<file path="config.mk">
export PLATFORM = sky130hd
export DESIGN_NAME = slp_wake_ctrl
export DESIGN_NICKNAME = d
export VERILOG_FILES = /design/src/rtl/slp_pkg.sv /design/src/rtl/slp_wake_qual.sv /design/src/rtl/slp_ready_timer.sv /design/src/rtl/slp_status.sv /design/src/rtl/slp_wake_ctrl.sv
export SDC_FILE = /design/constraint.sdc
export NUM_CORES = 1
export LEC_CHECK = 0
export ABC_AREA = 1
export ABC_CLOCK_PERIOD_IN_PS = 1100
export BUFFER_PORTS_ARGS = -buffer_cell sky130_fd_sc_hd__buf_4
export CORE_MARGIN = 2
export CORE_UTILIZATION = 35
export CTS_BUF_LIST = sky130_fd_sc_hd__clkbuf_4 sky130_fd_sc_hd__clkbuf_8
export DETAILED_ROUTE_END_ITERATION = 7
export GPL_ROUTABILITY_DRIVEN = 0
export RECOVER_POWER = 25
export REMOVE_ABC_BUFFERS = 1
export SLEW_MARGIN = 20
export SYNTH_ARGS = -nofsm -noshare
export SYNTH_HDL_FRONTEND = slang
export SYNTH_HIERARCHICAL = 1
export SYNTH_SLANG_ARGS = --single-unit
</file>
<file path="constraint.sdc">
create_clock -name clk -period 1.1 [get_ports clk]
set_input_delay 0.22 -clock clk [delete_from_list [all_inputs] [get_ports clk]]
set_output_delay 0.22 -clock clk [all_outputs]
set_load 0.01 [all_outputs]
</file>
<file path="src/rtl/slp_pkg.sv">
package slp_pkg;

    typedef enum logic [1:0] {
        ST_RUN   = 2'd0,
        ST_SLEEP = 2'd1,
        ST_WAKE  = 2'd2
    } slp_state_e;

    typedef struct packed {
        logic clk_en;
        logic osc_en;
        logic wdt_clr;
        logic wake_done;
        logic vec_next;
        logic dev_rst;
    } core_ctl_t;

    localparam core_ctl_t CTL_IDLE = '{clk_en: 1'b1, osc_en: 1'b1, default: 1'b0};

    function automatic logic is_halted(slp_state_e s);
        return s != ST_RUN;
    endfunction

endpackage

</file>
<file path="src/rtl/slp_wake_qual.sv">
module slp_wake_qual #(
    parameter int             N           = 8,
    parameter logic [N-1:0]   CAP_MASK    = '1,
    parameter int             SYNC_STAGES = 2
) (
    input  logic         clk,
    input  logic         rst,
    input  logic [N-1:0] irq_flag,
    input  logic [N-1:0] irq_en,
    output logic         armed_any,
    output logic         wake_sync
);
    logic [N-1:0]           armed_vec;
    logic                   wake_raw;
    logic [SYNC_STAGES-1:0] chain;

    assign armed_vec = irq_flag & irq_en;
    assign armed_any = |armed_vec;
    assign wake_raw  = |(armed_vec & CAP_MASK);

    always_ff @(posedge clk) begin
        if (rst) chain[0] <= 1'b0;
        else     chain[0] <= wake_raw;
    end

    for (genvar g = 1; g < SYNC_STAGES; g++) begin : g_sync
        always_ff @(posedge clk) begin
            if (rst) chain[g] <= 1'b0;
            else     chain[g] <= chain[g-1];
        end
    end

    assign wake_sync = chain[SYNC_STAGES-1];


    sync_needs_armed_chk: assert property (@(posedge clk) disable iff (rst)
        $rose(chain[0]) |-> $past(wake_raw));
endmodule

</file>
<file path="src/rtl/slp_ready_timer.sv">
module slp_ready_timer #(
    parameter int OSC_READY = 4
) (
    input  logic clk,
    input  logic rst,
    input  logic run,
    output logic ready
);
    localparam int CW = $clog2(OSC_READY + 1);
    localparam logic [CW-1:0] LAST = CW'(OSC_READY - 1);

    logic [CW-1:0] cnt;

    always_ff @(posedge clk) begin
        if (rst || !run) cnt <= '0;
        else if (cnt != LAST) cnt <= cnt + 1'b1;
    end

    assign ready = run && (cnt == LAST);


    cnt_bound_chk: assert property (@(posedge clk) disable iff (rst)
        cnt <= LAST);
endmodule

</file>
<file path="src/rtl/slp_status.sv">
module slp_status (
    input  logic clk,
    input  logic rst,
    input  logic enter_sleep,
    input  logic wdt_wake,
    output logic pd_n,
    output logic to_n
);
    always_ff @(posedge clk) begin
        if (rst) begin
            pd_n <= 1'b1;
            to_n <= 1'b1;
        end else if (enter_sleep) begin
            pd_n <= 1'b0;
            to_n <= 1'b1;
        end else if (wdt_wake) begin
            to_n <= 1'b0;
        end
    end


    pd_fall_chk: assert property (@(posedge clk) disable iff (rst)
        $fell(pd_n) |-> $past(enter_sleep));


    to_fall_chk: assert property (@(posedge clk) disable iff (rst)
        $fell(to_n) |-> $past(wdt_wake));
endmodule

</file>
<file path="src/rtl/slp_wake_ctrl.sv">
module slp_wake_ctrl
    import slp_pkg::*;
#(
    parameter int           N           = 8,
    parameter logic [N-1:0] CAP_MASK    = '1,
    parameter int           SYNC_STAGES = 2,
    parameter int           OSC_READY   = 4
) (
    input  logic         clk,
    input  logic         rst,
    input  logic         sleep_req,
    input  logic [N-1:0] irq_flag,
    input  logic [N-1:0] irq_en,
    input  logic         gie,
    input  logic         wdt_timeout,
    input  logic         ext_reset,
    output logic         core_clk_en,
    output logic         osc_en,
    output logic         wdt_clr,
    output logic         pd_n,
    output logic         to_n,
    output logic         wake_done,
    output logic         vec_next,
    output logic         dev_rst
);
    slp_state_e state;
    core_ctl_t  ctl;
    logic       armed_any, wake_sync, ready;
    logic       enter_sleep, wdt_wake;

    slp_wake_qual #(.N(N), .CAP_MASK(CAP_MASK), .SYNC_STAGES(SYNC_STAGES)) u_qual (
        .clk(clk), .rst(rst), .irq_flag(irq_flag), .irq_en(irq_en),
        .armed_any(armed_any), .wake_sync(wake_sync)
    );

    slp_ready_timer #(.OSC_READY(OSC_READY)) u_timer (
        .clk(clk), .rst(rst), .run(state == ST_WAKE), .ready(ready)
    );

    assign enter_sleep = (state == ST_RUN) && sleep_req && !ext_reset;
    assign wdt_wake    = (state == ST_SLEEP) && wdt_timeout && !ext_reset;

    slp_status u_status (
        .clk(clk), .rst(rst), .enter_sleep(enter_sleep), .wdt_wake(wdt_wake),
        .pd_n(pd_n), .to_n(to_n)
    );

    always_ff @(posedge clk) begin
        if (rst) begin
            state <= ST_RUN;
            ctl   <= CTL_IDLE;
        end else if (ext_reset) begin
            state       <= ST_RUN;
            ctl         <= CTL_IDLE;
            ctl.dev_rst <= 1'b1;
        end else begin
            ctl.wdt_clr   <= 1'b0;
            ctl.wake_done <= 1'b0;
            ctl.vec_next  <= 1'b0;
            ctl.dev_rst   <= 1'b0;
            case (state)
                ST_RUN: begin
                    if (sleep_req) begin
                        ctl.wdt_clr <= 1'b1;
                        if (armed_any) begin
                            ctl.wake_done <= 1'b1;
                            ctl.vec_next  <= gie;
                        end else begin
                            state      <= ST_SLEEP;
                            ctl.clk_en <= 1'b0;
                            ctl.osc_en <= 1'b0;
                        end
                    end
                end
                ST_SLEEP: begin
                    if (wdt_timeout || wake_sync) begin
                        state      <= ST_WAKE;
                        ctl.osc_en <= 1'b1;
                    end
                end
                ST_WAKE: begin
                    if (ready) begin
                        state         <= ST_RUN;
                        ctl.clk_en    <= 1'b1;
                        ctl.wdt_clr   <= 1'b1;
                        ctl.wake_done <= 1'b1;
                        ctl.vec_next  <= gie;
                    end
                end
                default: state <= ST_RUN;
            endcase
        end
    end

    assign core_clk_en = ctl.clk_en;
    assign osc_en      = ctl.osc_en;
    assign wdt_clr     = ctl.wdt_clr;
    assign wake_done   = ctl.wake_done;
    assign vec_next    = ctl.vec_next;
    assign dev_rst     = ctl.dev_rst;


    asleep_gated_chk: assert property (@(posedge clk) disable iff (rst)
        (state == ST_SLEEP) |-> (!core_clk_en && !osc_en));


    clk_needs_osc_chk: assert property (@(posedge clk) disable iff (rst)
        core_clk_en |-> osc_en);


    vec_with_release_chk: assert property (@(posedge clk) disable iff (rst)
        vec_next |-> wake_done);


    release_clears_wdt_chk: assert property (@(posedge clk) disable iff (rst)
        wake_done |-> (wdt_clr && core_clk_en));


    ext_restart_chk: assert property (@(posedge clk) disable iff (rst)
        $past(ext_reset) |-> (core_clk_en && dev_rst && !wake_done && !wdt_clr));


    halted_no_clear_chk: assert property (@(posedge clk) disable iff (rst)
        (is_halted(state) && $past(is_halted(state))) |-> !core_clk_en);
endmodule

</file>
== Word level (Yosys, flattened, before mapping) ==
Index checks and enable logic that the tools add are counted.
Widths: inputs -> output; s select.

* $add $sub $neg: 1
* Equal/unequal tests: 8
* Multiplexer cells: 15
* Bitwise gates (word level): 1
* Reductions and logical operators: 18

{| class="wikitable"
|+ Operators with widths
! cell !! number
|-
| $mux 2 || 6
|-
| $reduce_and 4->1 || 3
|-
| $and 8x8->8 || 1
|-
| $reduce_or 8->1 || 1
|-
| $ne 2x2->1 const B || 3
|-
| $pmux 2 s3 || 1
|-
| $pmux 3 s2 || 1
|-
| $logic_and 1x1->1 || 5
|-
| $mux 5 || 1
|-
| $pmux 1 s2 || 2
|-
| $reduce_bool 2->1 || 2
|-
| $reduce_or 2->1 || 2
|-
| $add 3x1->3 const B || 1
|-
| $eq 3x2->1 const B || 1
|-
| $mux 1 || 3
|-
| $mux 3 || 1
|-
| $ne 3x2->1 const B || 1
|-
| $eq 2x1->1 const B || 1
|-
| $eq 2x2->1 const B || 1
|-
| $logic_not 1->1 || 2
|-
| $logic_not 2->1 || 1
|-
| $logic_or 1x1->1 || 2
|-
| $ne 2x1->1 const B || 1
|}

* Register bits after elaboration: 15
* Input port bits: 22
* Output and inout bits: 8
* Logic and storage cells: 55

== Logic depth before layout (Yosys ltp) ==
Gate-level depths: netlist (run 1).

* Word-level depth: 5
* Gate-level depth with buffers: 8
* Depth with buffers taken out: 8

== By module ==
Netlist (run 1), hierarchy kept.

{| class="wikitable"
|+ Modules (own cells, without submodules)
! module !! times used !! cells an instance !! area each (um^2) !! sequential area each (um^2)
|-
| slp_wake_ctrl || 1 || 48 || 340.3 || 160.2
|-
| slp_ready_timer || 1 || 22 || 152.6 || 60.1
|-
| slp_wake_qual || 1 || 20 || 108.9 || 40.0
|-
| slp_status || 1 || 10 || 70.1 || 40.0
|}

== Least setup slack after synthesis (run 1) ==
OpenSTA, ideal clock, no wires.

* Path kind: register to register
* From: register u_timer.cnt[0]
* To: register, netlist name vec_next
* Library setup time: 0.118 ns
* Arrival: 1.028 ns
* Data required time: 0.982 ns
* Path slack: -0.046 ns
* Stages on the path, launching flop included: 9
* Buffers on the path: 0
* Period minus slack after synthesis: 1.146 ns
* Cell sequence: dfxtp_1 > ha_1 > ha_1 > nand2_1 > inv_1 > nand2_1 > nor2_1 > nor2_1 > nor2_1

* Longest elaborated chain between the ends: 4

{| class="wikitable"
|+ RTL lines
! item !! line !! text
|-
| start: declaration || slp_ready_timer.sv:12 || <nowiki>logic [CW-1:0] cnt;</nowiki>
|-
| start signal: assignment || slp_ready_timer.sv:16 || <nowiki>else if (cnt != LAST) cnt <= cnt + 1'b1;</nowiki>
|-
| $eq 3x2->1 || slp_ready_timer.sv:19 || <nowiki>assign ready = run && (cnt == LAST);</nowiki>
|-
| $logic_and 1x1->1 || slp_ready_timer.sv:19 ||
|-
| named net ready || slp_wake_ctrl.sv:28 || <nowiki>logic armed_any, wake_sync, ready;</nowiki>
|-
| $mux 3 || slp_wake_ctrl.sv:82 || <nowiki>if (ready) begin</nowiki>
|-
| $pmux 3 s2 || slp_wake_ctrl.sv:61 || <nowiki>case (state)</nowiki>
|}

The timed path passes the listed nets, and every way through them passes these cells.
A chain may end at the register's enable or synchronous reset.

== Worst setup path in the final report (run 1) ==
* From: register u_timer.cnt[1]
* To: register, netlist name vec_next

* Longest elaborated chain between the ends: 4

{| class="wikitable"
|+ RTL lines
! item !! line
|-
| $eq 3x2->1 || slp_ready_timer.sv:19
|-
| $logic_and 1x1->1 || slp_ready_timer.sv:19
|-
| named net ready || slp_wake_ctrl.sv:28
|-
| $mux 3 || slp_wake_ctrl.sv:82
|-
| $pmux 3 s2 || slp_wake_ctrl.sv:61
|}

The timed path passes the listed nets, and every way through them passes these cells.

==> flow_metrics.py, run 1 <==
metrics = {
    "routing": {
        "drtPass1Iterations": 3,
        "drt-total-wl_um": 1461,
        "drt-initial-drc-count": 1,
        "route.detailed.drc": 0,
        "num_vias": 705,
        "drt-vias-per-instance": 4.352,
        "route.detailed.wl_per_inst_um": 9.019,
        "route.antenna.remaining_nets": 0,
    },
    "run": {
        "max-cap-violations": 0,
    },
    "floorplanning": {
        "num_io_pins": 30,
        "floorplan.rows": 15,
        "initial_core_util_pct": 38.09,
        "core_mm2": 0.001764,
        "fp.dieW_um": 47.82,
        "design.die.area_mm2": 0.002286,
        "dieHeight_um": 47.82,
    },
    "clock_tree": {
        "worstSkewPairLatency_ns": 0.28,
        "cts_buffer_depth": 2,
        "cts_setup_buffers": 0,
        "cts-buffers-inserted": 3,
        "htreeDepth": 1,
        "cts_root_buffer": "sky130_fd_sc_hd__clkbuf_4",
        "clkSlewWorstSetupHoldPaths_ns": 0.09,
        "tritoncts": "yes",
        "clock-sinks": 15,
    },
    "final_layout": {
        "syn_to_final_growth_pct": 52.51,
        "layout_commonest_cell": "sky130_fd_sc_hd__nand2_1",
        "proportion_of_layout_cells_with_a_drive_suffix_above_1_pct": 39.42,
        "antenna_cells": 0,
        "finalCoreUtilization_pct": 58.09,
        "design.final.nets": 162,
        "layout_common_cells": "31 x sky130_fd_sc_hd__nand2_1, 30 x sky130_fd_sc_hd__buf_4, 14 x sky130_fd_sc_hd__nor2_1, 14 x sky130_fd_sc_hd__inv_1, 13 x sky130_fd_sc_hd__dfxtp_1",
        "fillerInstances": 194,
        "final-instance-count-excl-fill": 162,
    },
    "power_and_ir_drop": {
        "p_per_area_mw_per_mm2": 997.1,
        "static-leakage-power_uw": 0.0005147,
        "power.ir.vdd_worst_mv": 0.4733,
    },
    "critical_path": {
        "critical_path.endpoint_type": "flop",
        "critical_path.max_stage_delay_ns": 0.35,
        "path_cells": "ha_4, ha_4, nand2_2, inv_2, nand2_2, nor2_2, nor2_1, nor2_1",
        "worstPathArrival_ns": 1.25,
        "cpMaxStageDelayCell": "sky130_fd_sc_hd__dfxtp_2",
        "critical_path.max_fanout": 3,
        "required_time_reported_for_the_critical_path_endpoint_ns": 1.28,
        "worst_setup_path_class": "reg -> reg",
        "setup.worst_path.start_class": "flop",
        "r2r_cells": 8,
    },
    "sta": {
        "achievable-frequency_mhz": 929.0,
        "timing.final.max_slew_violations": 0,
        "finalClockSkew_ns": 0.002253,
        "rsz0062_at_grt": "true",
        "setup_tns_ns": 0,
        "post-route-min-period_ns": 1.076,
        "maxSlewHeadroom_pct": 83.33,
        "hold-worst-slack_ns": 0.1467,
        "setup-violations-final": 0,
        "timing_hold_violations_final": 0,
        "post-route-period-util_pct": 97.86,
        "worstMarginPinSlew_ns": 0.2478,
    },
    "logic_synthesis": {
        "synth.yosys.warnings": 6,
        "postSynthRegisterBits": 15,
        "synth_cell_type_count": 12,
        "post_synth.cell_area_avg_um2": 6.719,
        "netlist_instances": 100,
        "syn_area_um2": 671.9,
        "synth.yosys.seq_area_share_pct": 44.69,
    },
    "placement": {
        "detailed_placement_wirelength_estimate_um": 1186,
        "port_buffers": 29,
        "dp_cells": 158,
    },
    "global_route": {
        "antenna_violations_before_repair": 0,
        "vias_in_the_first_global_route": 633,
        "grt_usage_pct": 14.97,
        "grt_start_max_net_pins": 10,
        "grt_pass1_wl_um": 2394,
        "grt.overflow.total": 0,
    },
    "hold_path": {
        "worst_hold_path_type": "in -> reg",
        "worst_hold_path.num_cells": 2,
    },
    "outcome": {
        "outcome": "finished clean",
    },
}
-- cell type report --
cell class                 instances  area, um2  share of cell area, %
clock inverter                     1      5.005                 0.4884
tap                               25      31.28                  3.053
sequential                        15      302.8                  29.55
timing repair buffer              33      247.7                  24.18
clock buffer                       3      22.52                  2.198
inverter                          18      70.07                  6.838
multi-input combinational         67      345.3                  33.70
-- state kept, by name, summed over array words and instances, names as in the netlist --
name,cells
u_qual/chain,1
vec_next,1
u_status/pd_n,1
state,2
u_qual/wake_sync,1
core_clk_en,1
dev_rst,1
u_status/to_n,1
u_timer/cnt,3
osc_en,1
wake_done,1
wdt_clr,1
-- final timing paths --
kind                         from          endpoint  slack, ns
setup / recovery   u_timer/cnt[1]          vec_next       0.02
hold / removal                rst           dev_rst       0.15
setup reg to reg   u_timer/cnt[1]          vec_next       0.02
hold reg to reg   u_qual/chain[0]  u_qual/wake_sync       0.41
-- layer usage --
layer | part of all wire, % | track usage (%) | up-vias
met1 | 46 | 18.26 | 296
met2 | 44 | 24.53 | 28
met5 | 0 | 0 | -
li1 | - | - | 377
met4 | 2.1 | 8.108 | 0
met3 | 8.1 | 3.019 | 4
-- repair_timing --
item | in CTS | in global routing
hold buffers | 0 | 0
pin swaps | 2 | 4
endpoints found under the setup margin | 8 | 5
gates resized for setup | 11 | 5
-- power by group --
part | switching [uW] | internal [uW]
Combinational | 61.1 | 79.6
Clock | 183 | 135
Sequential | 5.40 | 558
Total | 249 | 773
-- cell families after synthesis --
| group | synth area share, % |
|---|---|
| and+or+nand+nor | 34.45 |
| buffers and inverters | 10.06 |
| DFF | 44.69 |
| AOI/OAI and AO/OA | 7.077 |
| adders and majority gates | 3.724 |
-- synthesized netlist by cell type --
master / number / area [um2]
sky130_fd_sc_hd__nand2_2: 1 / 6.260
sky130_fd_sc_hd__nor2_4: 1 / 11.26
sky130_fd_sc_hd__nor2_1: 15 / 56.30
sky130_fd_sc_hd__nand3_1: 4 / 20.02
sky130_fd_sc_hd__nand2_1: 35 / 131.4
sky130_fd_sc_hd__dfxtp_1: 15 / 300.3
sky130_fd_sc_hd__nor4_1: 1 / 6.260
sky130_fd_sc_hd__a21oi_1: 6 / 30.03
sky130_fd_sc_hd__ha_1: 2 / 25.02
sky130_fd_sc_hd__inv_1: 16 / 60.06
sky130_fd_sc_hd__a21oi_2: 2 / 17.52
sky130_fd_sc_hd__inv_2: 2 / 7.510
-- per-stage QoR --
step	power (uW)	setup WS, ns	cell area [um2]
detailed placement	720.0	-0.07486	950.9
finish	1022	0.02355	1025
global placement	718.8	-0.05392	950.9
floorplan	630.6	-0.04598	671.9
CTS	1036	0.0007598	1016
global route	1079	-0.06240	1025
-- worst max-delay path: cells and delay by family, from the launching register on --
family | cells | cell delay (ns)
fa+ha+maj | 2 | 0.32
buf+inv | 1 | 0.05
flops | 1 | 0.35
simple gates | 5 | 0.26
Power figures use the tool's default switching activity.
==> run 2: changes to the inputs <==
--- a/config.mk
+++ b/config.mk
@@ -5,7 +5,6 @@
 export SDC_FILE = /design/constraint.sdc
 export NUM_CORES = 1
 export LEC_CHECK = 0
-export ABC_AREA = 1
 export ABC_CLOCK_PERIOD_IN_PS = 1100
 export BUFFER_PORTS_ARGS = -buffer_cell sky130_fd_sc_hd__buf_4
 export CORE_MARGIN = 2
@@ -13,6 +12,7 @@
 export CTS_BUF_LIST = sky130_fd_sc_hd__clkbuf_4 sky130_fd_sc_hd__clkbuf_8
 export DETAILED_ROUTE_END_ITERATION = 7
 export GPL_ROUTABILITY_DRIVEN = 0
+export PLACE_DENSITY = 0.65
 export RECOVER_POWER = 25
 export REMOVE_ABC_BUFFERS = 1
 export SLEW_MARGIN = 20
==> flow_metrics.py, run 2 <==
metrics = {
    "floorplanning": {
        "dieHeight_um": 46.87,
        "core_mm2": 0.001727,
        "num_io_pins": 30,
        "design.die.area_mm2": 0.002196,
        "fp.dieW_um": 46.87,
        "initial_core_util_pct": 37.25,
        "floorplan.rows": 15,
    },
    "routing": {
        "num_vias": 621,
        "drtPass1Iterations": 3,
        "drt-vias-per-instance": 4.705,
        "drt-initial-drc-count": 4,
        "route.detailed.wl_per_inst_um": 10.69,
        "drt-total-wl_um": 1411,
        "route.detailed.drc": 0,
        "route.antenna.remaining_nets": 0,
    },
    "logic_synthesis": {
        "postSynthRegisterBits": 15,
        "synth_async_sr_flop_share_pct": 0,
        "synth.yosys.seq_area_share_pct": 46.69,
        "synthTopCellsByCount": "15 x sky130_fd_sc_hd__dfxtp_1, 5 x sky130_fd_sc_hd__nand2_1, 5 x sky130_fd_sc_hd__nor2_1",
        "synth.most_common_cell": "sky130_fd_sc_hd__dfxtp_1",
        "synth_top_flop_cell": "sky130_fd_sc_hd__dfxtp_1",
        "synth_area_leaders": "sky130_fd_sc_hd__dfxtp_1 47%, sky130_fd_sc_hd__a22oi_2 7.8%, sky130_fd_sc_hd__ha_1 3.9%",
        "synth_enable_flop_cells": 0,
        "post_synth.cell_area_avg_um2": 10.05,
        "netlist_instances": 64,
        "synth.yosys.warnings": 6,
        "syn_area_um2": 643.1,
        "synth_cell_type_count": 27,
        "synth_area_leader_cell": "sky130_fd_sc_hd__dfxtp_1",
        "synth_top_area_share_pct": 46.69,
    },
    "placement": {
        "port_buffers": 29,
        "detailed_place.area_um2": 952.2,
        "detailed_placement_wirelength_estimate_um": 1105,
    },
    "global_route": {
        "antenna_violations_before_repair": 0,
        "grt_pass1_wl_um": 2304,
        "grt_start_max_net_pins": 10,
        "grt.overflow.total": 0,
        "vias_in_the_first_global_route": 606,
        "grt_usage_pct": 14.74,
    },
    "final_layout": {
        "largest_reg_flops": 3,
        "proportion_of_layout_cells_with_a_drive_suffix_above_1_pct": 62.62,
        "design.final.nets": 132,
        "final-seq-area_um2": 305.3,
        "multiInputGateArea_um2": 414.1,
        "layout_common_cells": "35 x sky130_fd_sc_hd__buf_4, 11 x sky130_fd_sc_hd__dfxtp_1",
        "top_register": "u_timer/cnt",
        "fillerInstances": 150,
        "top_regs": "u_timer/cnt: 3 flops, state: 2 flops",
        "antenna_cells": 0,
        "syn_to_final_growth_pct": 70.04,
        "finalInstanceArea_mm2": 0.001094,
        "layout_commonest_cell": "sky130_fd_sc_hd__buf_4",
    },
    "power_and_ir_drop": {
        "p_per_area_mw_per_mm2": 942.6,
        "power.ir.vdd_worst_mv": 0.7017,
        "static-leakage-power_uw": 0.0004888,
    },
    "outcome": {
        "outcome": "complete, but fails checks",
        "failed_checks": "negative setup slack",
    },
    "critical_path": {
        "setup.worst_path.start_class": "flop",
        "worst_setup_path_class": "reg -> reg",
        "required_time_reported_for_the_critical_path_endpoint_ns": 1.32,
        "critical_path.max_fanout": 2,
        "critical_path.endpoint_type": "flop",
        "worstPathArrival_ns": 1.75,
    },
    "clock_tree": {
        "cts_buffer_depth": 2,
        "clock-sinks": 15,
        "cts-buffers-inserted": 3,
        "cts_hold_buf": 0,
        "htreeDepth": 1,
        "tritoncts": "yes",
        "clkSlewWorstSetupHoldPaths_ns": 0.09,
        "cts_root_buffer": "sky130_fd_sc_hd__clkbuf_4",
        "worstSkewPairLatency_ns": 0.28,
    },
    "hold_path": {
        "worst_hold_path_type": "in -> reg",
    },
    "sta": {
        "worstMarginPinSlew_ns": 0.2903,
        "finalClockSkew_ns": 0.005019,
        "post-route-period-util_pct": 138.4,
        "rsz0062_at_grt": "true",
        "final_critical_path_setup_slack_ns": -0.4224,
        "achievable-frequency_mhz": 656.9,
        "hold-worst-slack_ns": 0.1673,
        "timing.final.max_slew_violations": 0,
        "maxSlewHeadroom_pct": 80.65,
        "post-route-min-period_ns": 1.522,
        "timing_hold_violations_final": 0,
        "setup-violations-final": 10,
    },
    "run": {
        "max-cap-violations": 0,
    },
}
run 2: changes by cell type after synthesis, sizes merged, moves of 3 or more:
cell | previous run | this run
a21oi | 8 | 2
a22oi | 0 | 4
inv | 18 | 4
nand2 | 36 | 5
nand2b | 0 | 3
nor2 | 16 | 5
nor2b | 0 | 4
run 2: cells by family (layout without fill, tap and decap cells):
| logic type | count (synthesis) | in the layout | share of synthesized area, % |
|---|---|---|---|
| xor+xnor | 1 | 1 | 1.362 |
| mux | 1 | 1 | 1.556 |
| fa+ha+maj | 2 | 2 | 3.890 |
| compound gates | 14 | 14 | 19.45 |
| simple gates | 27 | 27 | 24.71 |
| buf+inv | 4 | 47 | 2.334 |
| flops | 15 | 15 | 46.69 |
run 2: worst max-delay path, cell delays in order, from the launching register on:
cell and delay (ns):
sky130_fd_sc_hd__dfxtp_2 0.37, sky130_fd_sc_hd__ha_4 0.14, sky130_fd_sc_hd__ha_4 0.12, sky130_fd_sc_hd__and2_4 0.14, sky130_fd_sc_hd__nand2_2 0.04, sky130_fd_sc_hd__a2111o_1 0.43
sky130_fd_sc_hd__buf_4 0.15, sky130_fd_sc_hd__a21oi_2 0.08
run 2: area by class of cell:
type                            count  share of cell area, %
Clock buffer                        3                  2.059
Clock inverter                      1                 0.4577
Inverter                            4                  1.373
Multi-Input combinational cell     45                  37.87
Sequential cell                    15                  27.92
Tap cell                           25                  2.860
Timing Repair Buffer               39                  27.46
run 2: timing repair:
action                     4_1_cts  5_1_grt
setup endpoints to repair       12       12
buffers inserted                 2        0
pin swaps                       10        3
gates resized for setup         20        7
run 2: power breakdown:
part           internal, uW  leakage [uW]  total [uW]  switching [uW]
Sequential              558      0.000125         564            5.68
Clock                   135     0.0000177         309             174
Combinational          97.7      0.000346         158            60.2
Total                   791      0.000489        1030             240
run 2: per-layer routing:
layer  share of wire [%]  vias up  global-route usage (%)
met3                 6.8        2                   3.462
met1                  38      281                   15.57
met2                  55       25                   29.04
met4                0.28        0                   3.333
li1                    -      313                       -
met5                   0        -                       0
run 2: worst paths after layout:
| check | startpoint | to | depth (start not counted) | slack, ns |
|---|---|---|---|---|
| worst max-delay path | u_timer/cnt[1] | wake_done | 7 | -0.42 |
| worst min-delay path | rst | dev_rst | 2 | 0.17 |
| worst max register to register | u_timer/cnt[1] | wake_done | 7 | -0.42 |
| worst min register to register | u_qual/chain[0] | u_qual/wake_sync | 1 | 0.44 |
run 2: per-stage QoR:
stage | power, uW | setup slack, ns | std cells | util [%] | setup TNS, ns
global placement | 720.0 | -0.4309 | 126 | 55.14 | -2.547
global route | 1081 | -0.4876 | 132 | 63.33 | -2.360
detailed placement | 721.9 | -0.4829 | 126 | 55.14 | -2.795
finish | 1031 | -0.4224 | 132 | 63.33 | -1.827
CTS | 1035 | -0.4394 | 132 | 61.96 | -1.770
floorplan | 624.3 | -0.5619 | 64 | - | -2.127
